$ cat config.mk
export PLATFORM = sky130hd
export DESIGN_NAME = lpddr_init_seq
export DESIGN_NICKNAME = d
export VERILOG_FILES = /design/src/rtl/lpddr_init_seq.sv
export SDC_FILE = /design/constraint.sdc
export NUM_CORES = 1
export LEC_CHECK = 0
export ABC_AREA = 1
export BUFFER_PORTS_ARGS = -buffer_cell sky130_fd_sc_hd__buf_4
export CORE_MARGIN = 5
export CORE_UTILIZATION = 58
export CTS_CLUSTER_DIAMETER = 50
export DETAILED_ROUTE_END_ITERATION = 7
export GPL_ROUTABILITY_DRIVEN = 0
export GPL_TIMING_DRIVEN = 0
export PLACE_DENSITY = 0.76
export SLEW_MARGIN = 25
export SYNTH_ARGS = -nofsm -noshare
export SYNTH_HDL_FRONTEND = slang
export SYNTH_SLANG_ARGS = --single-unit
$ cat constraint.sdc
create_clock -name clk -period 4.35 [get_ports clk]
set_clock_uncertainty 0.05 [all_clocks]
set_input_delay 0.435 -clock clk [delete_from_list [all_inputs] [get_ports clk]]
set_output_delay 0.435 -clock clk [all_outputs]
set_load 0.03 [all_outputs]
$ cat src/rtl/lpddr_init_seq.sv
module lpddr_init_seq #(
  parameter int CLK_FREQ_MHZ = 125,
  parameter logic [7:0] MR1_DATA = 8'h43,
  parameter logic [7:0] MR2_DATA = 8'h04,
  parameter logic [7:0] MR3_DATA = 8'h02,
  parameter logic [7:0] MR16_DATA = 8'h00,
  parameter logic [7:0] ZQ_INIT_DATA = 8'hFF
) (
  input  logic       clk,
  input  logic       rst,
  input  logic       start,
  input  logic       lp3_sel,
  output logic       cmd_valid,
  input  logic       cmd_ready,
  output logic [1:0] cmd_type,
  output logic [5:0] cmd_addr,
  output logic [7:0] cmd_data,
  output logic       cke,
  output logic [1:0] zq_mode,
  output logic       zq_kick,
  output logic       ibuf_en,
  output logic       done,
  output logic       refresh_req
);

  localparam int W_TOGGLE = (100 * CLK_FREQ_MHZ + 999) / 1000;
  localparam int W_LONG   = 200 * CLK_FREQ_MHZ;
  localparam int W_US     = CLK_FREQ_MHZ;
  localparam int W_RD0    = 10 * CLK_FREQ_MHZ;
  localparam int REFI     = (3900 * CLK_FREQ_MHZ + 999) / 1000;
  localparam int CW       = $clog2(W_LONG + 1);
  localparam int RW       = $clog2(REFI + 1);

  localparam logic [1:0] K_NOP = 2'd0, K_WR = 2'd1, K_RD = 2'd2, K_NORM = 2'd3;
  localparam logic [1:0] ZQ_OFF = 2'd0, ZQ_RESET = 2'd1, ZQ_SHORT = 2'd2;

  typedef enum logic [2:0] {S_IDLE, S_ISSUE, S_WAIT, S_KICK, S_DONE} state_t;

  typedef struct packed {
    logic [1:0]    kind;
    logic [5:0]    addr;
    logic [7:0]    data;
    logic [CW-1:0] wait_n;
    logic          cke_on;
    logic          zq_rst;
    logic          buf_open;
    logic          buf_close;
    logic          last;
  } step_t;

  function automatic step_t mk(input logic [1:0] k, input logic [5:0] a,
                               input logic [7:0] d, input int w);
    step_t s;
    s = '0;
    s.kind = k;
    s.addr = a;
    s.data = d;
    s.wait_n = CW'(w);
    return s;
  endfunction

  function automatic step_t lookup(input logic [3:0] i, input logic lp3);
    step_t s;
    s = mk(K_NOP, 6'd0, 8'd0, W_US);
    case (i)
      4'd0: s = mk(K_NOP, 6'd0, 8'd0, W_TOGGLE);
      4'd1: begin s = mk(K_NOP, 6'd0, 8'd0, W_LONG); s.cke_on = 1'b1; end
      4'd2: s = mk(K_WR, 6'd63, 8'd0, W_US);
      default: begin
        if (!lp3) begin
          case (i)
            4'd3: s = mk(K_RD, 6'd0, 8'd0, W_RD0);
            4'd4: begin s = mk(K_WR, 6'd10, ZQ_INIT_DATA, W_US); s.zq_rst = 1'b1; end
            4'd5: s = mk(K_WR, 6'd1, MR1_DATA, W_US);
            4'd6: s = mk(K_WR, 6'd2, MR2_DATA, W_US);
            4'd7: s = mk(K_WR, 6'd3, MR3_DATA, W_US);
            4'd8: s = mk(K_WR, 6'd16, MR16_DATA, W_US);
            default: begin s = mk(K_NORM, 6'd0, 8'd0, W_US); s.last = 1'b1; end
          endcase
        end else begin
          case (i)
            4'd3:  begin s = mk(K_WR, 6'd10, ZQ_INIT_DATA, W_US); s.zq_rst = 1'b1; end
            4'd4:  s = mk(K_WR, 6'd1, MR1_DATA, W_US);
            4'd5:  s = mk(K_WR, 6'd2, MR2_DATA, W_US);
            4'd6:  s = mk(K_WR, 6'd3, MR3_DATA, W_US);
            4'd7:  s = mk(K_WR, 6'd16, MR16_DATA, W_US);
            4'd8:  begin s = mk(K_NOP, 6'd0, 8'd0, W_US); s.buf_open = 1'b1; end
            4'd9:  s = mk(K_RD, 6'd5, 8'd0, W_US);
            4'd10: s = mk(K_RD, 6'd6, 8'd0, W_US);
            4'd11: s = mk(K_RD, 6'd8, 8'd0, W_US);
            4'd12: s = mk(K_RD, 6'd0, 8'd0, W_US);
            default: begin
              s = mk(K_NORM, 6'd0, 8'd0, W_US);
              s.buf_close = 1'b1;
              s.last = 1'b1;
            end
          endcase
        end
      end
    endcase
    return s;
  endfunction

  state_t        st;
  logic [3:0]    idx;
  logic [CW-1:0] cnt;
  logic [RW-1:0] rcnt;
  logic          lp3_q, cke_q, ibuf_q, ref_q;
  logic [1:0]    zq_q;
  step_t         cur;

  assign cur       = lookup(idx, lp3_q);
  assign cmd_valid = (st == S_ISSUE);
  assign cmd_type  = cmd_valid ? cur.kind : K_NOP;
  assign cmd_addr  = cmd_valid ? cur.addr : 6'd0;
  assign cmd_data  = cmd_valid ? cur.data : 8'd0;
  assign cke       = cke_q;
  assign zq_mode   = (cmd_valid && cur.zq_rst) ? ZQ_RESET : zq_q;
  assign ibuf_en   = ibuf_q | (cmd_valid & cur.buf_open);
  assign zq_kick   = (st == S_KICK);
  assign done      = (st == S_DONE);
  assign refresh_req = ref_q;

  always_ff @(posedge clk) begin
    if (rst) begin
      st     <= S_IDLE;
      idx    <= '0;
      cnt    <= '0;
      rcnt   <= '0;
      lp3_q  <= 1'b0;
      cke_q  <= 1'b0;
      ibuf_q <= 1'b0;
      ref_q  <= 1'b0;
      zq_q   <= ZQ_OFF;
    end else begin
      ref_q <= 1'b0;
      case (st)
        S_IDLE: if (start) begin
          lp3_q <= lp3_sel;
          idx   <= '0;
          st    <= S_ISSUE;
        end
        S_ISSUE: if (cmd_ready) begin
          cnt <= cur.wait_n - CW'(1);
          st  <= S_WAIT;
          if (cur.cke_on)    cke_q  <= 1'b1;
          if (cur.zq_rst)    zq_q   <= ZQ_SHORT;
          if (cur.buf_open)  ibuf_q <= 1'b1;
          if (cur.buf_close) ibuf_q <= 1'b0;
        end
        S_WAIT: begin
          if (cnt == '0) begin
            if (cur.last) st <= S_KICK;
            else begin
              idx <= idx + 4'd1;
              st  <= S_ISSUE;
            end
          end else cnt <= cnt - CW'(1);
        end
        S_KICK: begin
          st   <= S_DONE;
          rcnt <= RW'(REFI - 1);
        end
        default: begin
          if (rcnt == '0) begin
            ref_q <= 1'b1;
            rcnt  <= RW'(REFI - 1);
          end else rcnt <= rcnt - RW'(1);
        end
      endcase
    end
  end

endmodule

# [After elaboration in Yosys (flattened, before gate mapping)]
# Memories as Yosys holds them, arrays and structs flattened. A register that Yosys moved wholly into a read port is not among the register bits.
# Cells that the tools add are included.
# W data, S select, Z words.
[word_totals] register_bits=36 ram_bits=0 elab_cells=77 memories=1 rom_bits=304 latchBits=0 in_bits=5
[classes] n_div=0 n_shift=0 reduce_logical=18 bitwise=2 addsub=4 multipliers=0 n_eq_ne=17 mux=26 magnitude_cmp=0
[memory_table] memory="(no name shown)" words=16 width=19 read_ports=1 rd_clocked_by_memory_dff=1 write_ports=0 line="81" source="case (i)"
[op_table] op="$pmux W36 S6" count=1
[op_table] op="$pmux W36 S3" count=1
[op_table] op="$mux W36" count=1
[op_table] op="$mux W15" count=2
[op_table] op="$pmux W15 S2" count=1
[op_table] op="$sub A15 B1 Y15 const B" count=2
[op_table] op="$mux W4" count=5
[op_table] op="$pmux W9 S2" count=1
[op_table] op="$eq A4 B3 Y1 const B" count=4
[op_table] op="$logic_not A15 Y1" count=1
[op_table] op="$pmux W3 S4" count=1
[op_table] op="$reduce_and A3 Y1" count=4
[op_table] op="$logic_not A9 Y1" count=1
[op_table] op="$mux W3" count=3
[op_table] op="$mux W9" count=1
[op_table] op="$sub A9 B1 Y9 const B" count=1
[op_table] op="$eq A4 B2 Y1 const B" count=2
[op_table] op="$mux W8" count=1
[op_table] op="$ne A2 B2 Y1 const B" count=4
[op_table] op="$pmux W4 S2" count=1
[op_table] op="$reduce_and A4 Y1" count=2
[op_table] op="$eq A3 B2 Y1 const B" count=2
[op_table] op="$mux W2" count=3
[op_table] op="$mux W6" count=1
[op_table] op="other kinds (17)" count=21

# [Logic depth before layout (Yosys ltp)]
# Gate-level depths: netlist of run 1.
[logic_depth] depth_word=9 depth_mapped=18 ltp_nobuf=18

# [Least setup slack after synthesis of run 1]
# Ideal clock, no wire load.
[synth_timing] kind="reg-to-output" start="register idx[0]" end="output cmd_data[6]" arrival_time_ps=2414 slack_ps=1451 n_path_buf=1 path_stages_with_launch=9 path_cell_list="dfxtp_1 > inv_1 > ha_1 > o21ai_4 > nand2_4 > inv_4 > nand2_1 > a311oi_1 > buf_4"
[synth_between] elab_chain_len=5 elab_cells_between_ends=13 cone_classes="eq/ne: 8; mux: 4; reduce/logical: 1"
[synth_lines] element="start, declared" line="105" source="logic [3:0] idx;"
[synth_lines] element="start signal, assigned" line="155" source="idx <= idx + 4'd1;"
[synth_lines] element="$eq A4 B4 Y1 (tied with other cells)" line="71" source="case (i)"
[synth_lines] element="$pmux W36 S6" line="71"
[synth_lines] element="$mux W36" line="70" source="if (!lp3) begin"
[synth_lines] element="$pmux W36 S3 *" line="65" source="case (i)"
[synth_lines] element="$mux W8 *" line="116" source="assign cmd_data = cmd_valid ? cur.data : 8'd0;"
[synth_lines] element="end, declared" line="17" source="output logic [7:0] cmd_data,"
# Mark *: on every way between the ends. The rest lies on a longest branch, timed or not.

# [Final worst setup path of run 1]
[layout_timing] start="register idx[0]" end="output cmd_data[7]"
# The elaborated chain is that of the path after synthesis.

==> flow_summary.yaml, run 1 <==
route:
  viasPerCell: 5.34
  remaining_drc_errors: 0
  met2_length_um: 3750
  wire_per_inst_um: 13.3
  num_vias: 3040
  routed_wl_um: 7580
  wl_met1_um: 3390
  drt_iter0_markers: 126
  drtPass1Iterations: 5
  final_antenna_net_count: 0
  wl_met3_um: 295
  routed.top_layer: "met4"
floorplan:
  start_util: 0.600
  die_x_um: 82.9
  fp.dieH_um: 82.9
  io_pins: 29
  rows: 26
  dieArea_mm2: 0.00688
  core_area_mm2: 0.00514
flow_run:
  max_cap_violations: 0
layout:
  synthToLayoutAreaGrowth_pct: 12.5
  fin_nets: 514
  drive_gt1_frac: 0.174
  fin_util: 0.676
  antennaDiodeCount: 0
clocking:
  clk_pin_slew_ns: 0.09
  postCtsSetupRepairBufs: 0
  clock_sinks: 49
  cts_hold_buf: 0
  clk_latency_ns: 0.30
  cts_root_buf: "clkbuf_8"
  cts_buffer_depth: 2
  cts-buffers-inserted: 5
  cts_tree: "done"
  htree_levels: 2
  ctsResizeCount: 0
timing:
  finalCritPeriodShare: 0.696
  hold_viol_final: 0
  tightest_slew_ns: 0.552
  relSlewSlack: 0.632
  finalMaxSlewViolations: 0
  rsz0062_at_grt: "false"
  setup_viol: 0
  finalCriticalPeriod_ns: 3.03
  setup_tns_ns: 0
  clock.fmax_mhz: 330
global_route:
  grt_pass1_wl_um: 13400
  antenna_found_initial: 0
  overflow: 0
  grt_use_total: 0.229
  grt_max_degree: 16
  grt_pass1_vias: 3032
setup_path:
  critPathArrivalTime_ns: 2.54
  cp-start-kind: "flop"
  crit_type: "reg -> out"
  worstSetupEndpointType: "output port"
  critPathRequiredTime_ns: 3.87
  cp_max_fo: 7
synth:
  synth_xor_area_frac: 0.0114
  synthMuxAreaShare: 0
  yosysMostFrequentCell: "nand2_1"
  yosys_warnings: 0
  ys_ff_latch: 49
  synth_edf_count: 0
  synth.area.top_cells: "dfxtp_1 32%, nand2_1 10%, inv_1 8.3%"
  synthArstFlopShare: 0
  syn_area_mm2: 0.00309
  synthSimpleGateAreaFrac: 0.339
  synth_compound_area_frac: 0.154
  seq_area_frac_synth: 0.318
  ys_types: 41
  avgSynthCellArea_um2: 6.65
  synth_commonest_cells: "86 x nand2_1, 68 x inv_1, 50 x nor2_1"
  synth_top_area_frac: 0.318
  synth_top_family_by_area: "simple AND/OR/NAND/NOR gates"
  yosysTopAreaCell: "dfxtp_1"
  synthCells: 464
  synth-main-ff-cell: "dfxtp_1"
  syn-num-nets: 480
  synth_fa_ha_area_frac: 0.0446
power:
  ir_worst_vdd_uv: 408
  pwr-share-comb: 0.644
  seqPwrFrac: 0.250
  p_sw_frac: 0.528
  p_switching_uw: 1390
  p_per_area_mw_per_mm2: 758
  p_leak_uw: 0.00171
  internal_power_uw: 1240
  pwr-share-clk: 0.107
place:
  port_buffers: 27
  dp_hpwl_um: 5930
outcome:
  outcome: "finished clean"
hold_path:
  hp-class: "in -> reg"
-- worst max-delay path, stage by stage, from the launching register on --
cell	delay, ns
dfxtp_1	0.40
inv_1	0.11
ha_1	0.29
o21ai_4	0.28
nand2_4	0.14
inv_4	0.12
nand2_1	0.15
nor2_1	0.43
buf_4	0.19
buf_4	0.15
-- through the flow --
| step | cells | cell area (um^2) | total power, uW | hold WS, ns | setup WS (ns) |
|---|---|---|---|---|---|
| after global routing | 569 | 3470 | 2900 | 0.341 | 1.09 |
| after floorplan | 464 | 3090 | 1960 | 0.386 | 1.45 |
| final | 569 | 3470 | 2630 | 0.351 | 1.32 |
| after detailed placement | 561 | 3380 | 2340 | 0.409 | 1.56 |
| after CTS | 569 | 3470 | 2630 | 0.342 | 1.33 |
| after global placement | 561 | 3380 | 2310 | 0.400 | 1.60 |
-- path summary, 6_finish.rpt --
path	startpoint	endpoint	slack [ns]	depth (start not counted)
worst max-delay path	idx[0]	cmd_data[7]	1.32	9
worst min-delay path	cmd_ready	zq_q[1]	0.35	3
worst max register to register	idx[0]	flop	1.50	17
worst min register to register	zq_q[1]	zq_q[1]	0.42	2
-- logic make-up (layout without fill, tap and decap cells) --
kind of cell    after synthesis  count (layout)
compound gates               83              83
xor+xnor                      4               4
fa+ha+maj                    11              11
buf+inv                      97             132
flops                        49              49
simple gates                220             220
-- cells in the final DEF (no fill, tap or decap), drive strengths merged --
cell type and count:
or2 1, a311oi 2, clkbuf 10, o21bai 1, xnor2 3, nor2 57, clkinv 4, xor2 1
nand4 9, dfxtp 49, or3 1, a221oi 1, buf 39, nor3 6, nand2 95, a31oi 5
a211oi 2, nand3b 2, o211ai 1, a21oi 34, inv 79, o21ai 32, nand3 49, o31ai 3
a21boi 1, o221a 1, ha 11
-- layer usage --
metal / vias to the layer above / global-route usage
li1: 1561 / -
met1: 1397 / 0.277
met2: 68 / 0.405
met3: 14 / 0.0455
met4: 0 / 0.0728
met5: - / 0
-- power by group through the flow --
stage,logic (uW),clock network (uW),registers [uW]
after floorplan,1310,0,652
after global placement,1640,0,663
after detailed placement,1680,0,667
after CTS,1680,289,657
after global routing,1920,311,674
final,1700,281,657
-- layout make-up --
type                       count  area [um^2]
inverter                      81          307
clock inverter                 2         13.8
timing repair buffer          27          203
fill                         523         1670
tap                           70         87.6
multi-input combinational    318         1690
buffer                        16          105
sequential                    49          981
clock buffer                   6         82.6
(Power assumes the default switching activity.)
==> run 2: changes to the inputs <==
- CORE_UTILIZATION: 58 -> 54
- PLACE_DENSITY: 0.76 -> 0.75
- clock period: 4.35 -> 2.5 ns (I/O delays scaled with it)
==> flow_summary.yaml, run 2 (synthesis gave the netlist of run 1 again) <==
floorplan:
  fp.dieH_um: 85.6
  io_pins: 29
  core_area_mm2: 0.00554
  die_x_um: 85.6
  start_util: 0.557
  rows: 27
  dieArea_mm2: 0.00733
setup_path:
  worstSetupEndpointType: "flop"
  crit_type: "reg -> reg"
  critPathRequiredTime_ns: 2.65
  cp_max_fo: 7
  critPathArrivalTime_ns: 2.55
  cp-start-kind: "flop"
place:
  port_buffers: 27
  dp_hpwl_um: 5860
timing:
  clock.fmax_mhz: 416
  rsz0062_at_grt: "false"
  finalCritPeriodShare: 0.962
  relSlewSlack: 0.628
  setup_tns_ns: 0
  finalMaxSlewViolations: 0
  setup_viol: 0
  finalCriticalPeriod_ns: 2.40
  hold_viol_final: 0
  tightest_slew_ns: 0.559
hold_path:
  hp-class: "in -> reg"
clocking:
  cts_buffer_depth: 2
  clk_latency_ns: 0.30
  cts_hold_buf: 0
  htree_levels: 2
  clock_sinks: 49
  cts_root_buf: "clkbuf_8"
  cts-buffers-inserted: 5
  cts_tree: "done"
  clk_pin_slew_ns: 0.09
layout:
  final_common_cell: "nand2_1"
  fin_util: 0.656
  final_cell_mix: "83 x nand2_1, 65 x inv_1, 49 x nor2_1, 46 x dfxtp_1"
  synthToLayoutAreaGrowth_pct: 17.8
  drive_gt1_frac: 0.219
  fin_nets: 521
  antennaDiodeCount: 0
global_route:
  antenna_found_initial: 0
  overflow: 0
  grt_max_degree: 16
  grt_pass1_vias: 2884
  grt_pass1_wl_um: 12800
  grt_use_total: 0.214
power:
  p_leak_uw: 0.00175
  ir_worst_vdd_uv: 768
  p_per_area_mw_per_mm2: 1330
  power_uw: 4820
route:
  final_antenna_net_count: 0
  remaining_drc_errors: 0
  num_vias: 3059
  wire_per_inst_um: 13.3
  drt_iter0_markers: 173
  drtPass1Iterations: 4
  routed_wl_um: 7710
  viasPerCell: 5.29
outcome:
  outcome: "finished clean"
flow_run:
  max_cap_violations: 0
-- run 2: cell types whose count changed in the layout (fill, tap and decap cells not counted), moves of 2 or more --
cell     change
inv_1        -3
ha_1         -4
buf_4        +7
dfxtp_4      +2
nand2_4      +2
inv_6        +2
nand2_1      -3
dfxtp_1      -3
inv_2        +3
ha_4         +3
-- run 2: power breakdown --
group	switching, uW	leakage (uW)	internal, uW
combinational	2120	0.00130	1070
sequential	142	0.000402	1020
clock	264	0.0000456	200
-- run 2: cell type report --
class	instances	area, um^2
tap	72	90.1
fill	507	1910
clock buffer	6	72.6
clock inverter	2	13.8
sequential	49	990
timing repair buffer	34	255
buffer	16	105
inverter	81	309
multi-input combinational	318	1800
-- run 2: metrics by stage --
step / instance area [um^2] / hold slack, ns / setup WS [ns] / std cells
final: 3630 / 0.156 / 0.0954 / 578
after global placement: 3380 / 0.399 / -0.235 / 563
after CTS: 3510 / 0.153 / 0.0330 / 572
after detailed placement: 3380 / 0.401 / -0.261 / 563
after global routing: 3630 / 0.159 / 0.00260 / 578
after floorplan: 3090 / 0.345 / 0.00518 / 464
-- run 2: final timing paths --
kind | start | end | slack (ns) | depth (start not counted)
max | idx[0] | flop | 0.1 | 16
min | cmd_ready | zq_q[1] | 0.16 | 3
max reg2reg | idx[0] | flop | 0.1 | 16
min reg2reg | zq_q[1] | zq_q[1] | 0.41 | 2
-- run 2: worst max-delay path, cell delays in order (launching register included) --
cell     delay [ns]
dfxtp_4        0.37
inv_2          0.13
ha_4           0.19
nand3_2        0.15
nand2_2        0.13
nor2_2         0.05
nand3_2        0.08
nand3_2        0.08
nand2_4        0.09
nand2_4        0.07
nand2_1        0.11
nand4_4        0.15
ha_1           0.33
inv_1          0.08
nand3_1        0.08
nand3_1        0.09
nand2_1        0.05
-- run 2: what timing repair did --
| item | CTS | global route |
|---|---|---|
| endpoints found under the setup margin | 23 | 24 |
| gates resized for setup | 10 | 20 |
| setup buffers | 1 | 6 |
| pin swaps | 2 | 3 |
-- run 2: per-layer routing --
layer  share of wire  global-route usage  vias to the layer above  wire (um)
met5               0                   0                        -          0
met4           0.013              0.0619                        0        104
met2            0.47               0.362                       93       3640
met1            0.46               0.281                     1383       3520
met3           0.058              0.0346                       11        450
li1                -                   -                     1572          -
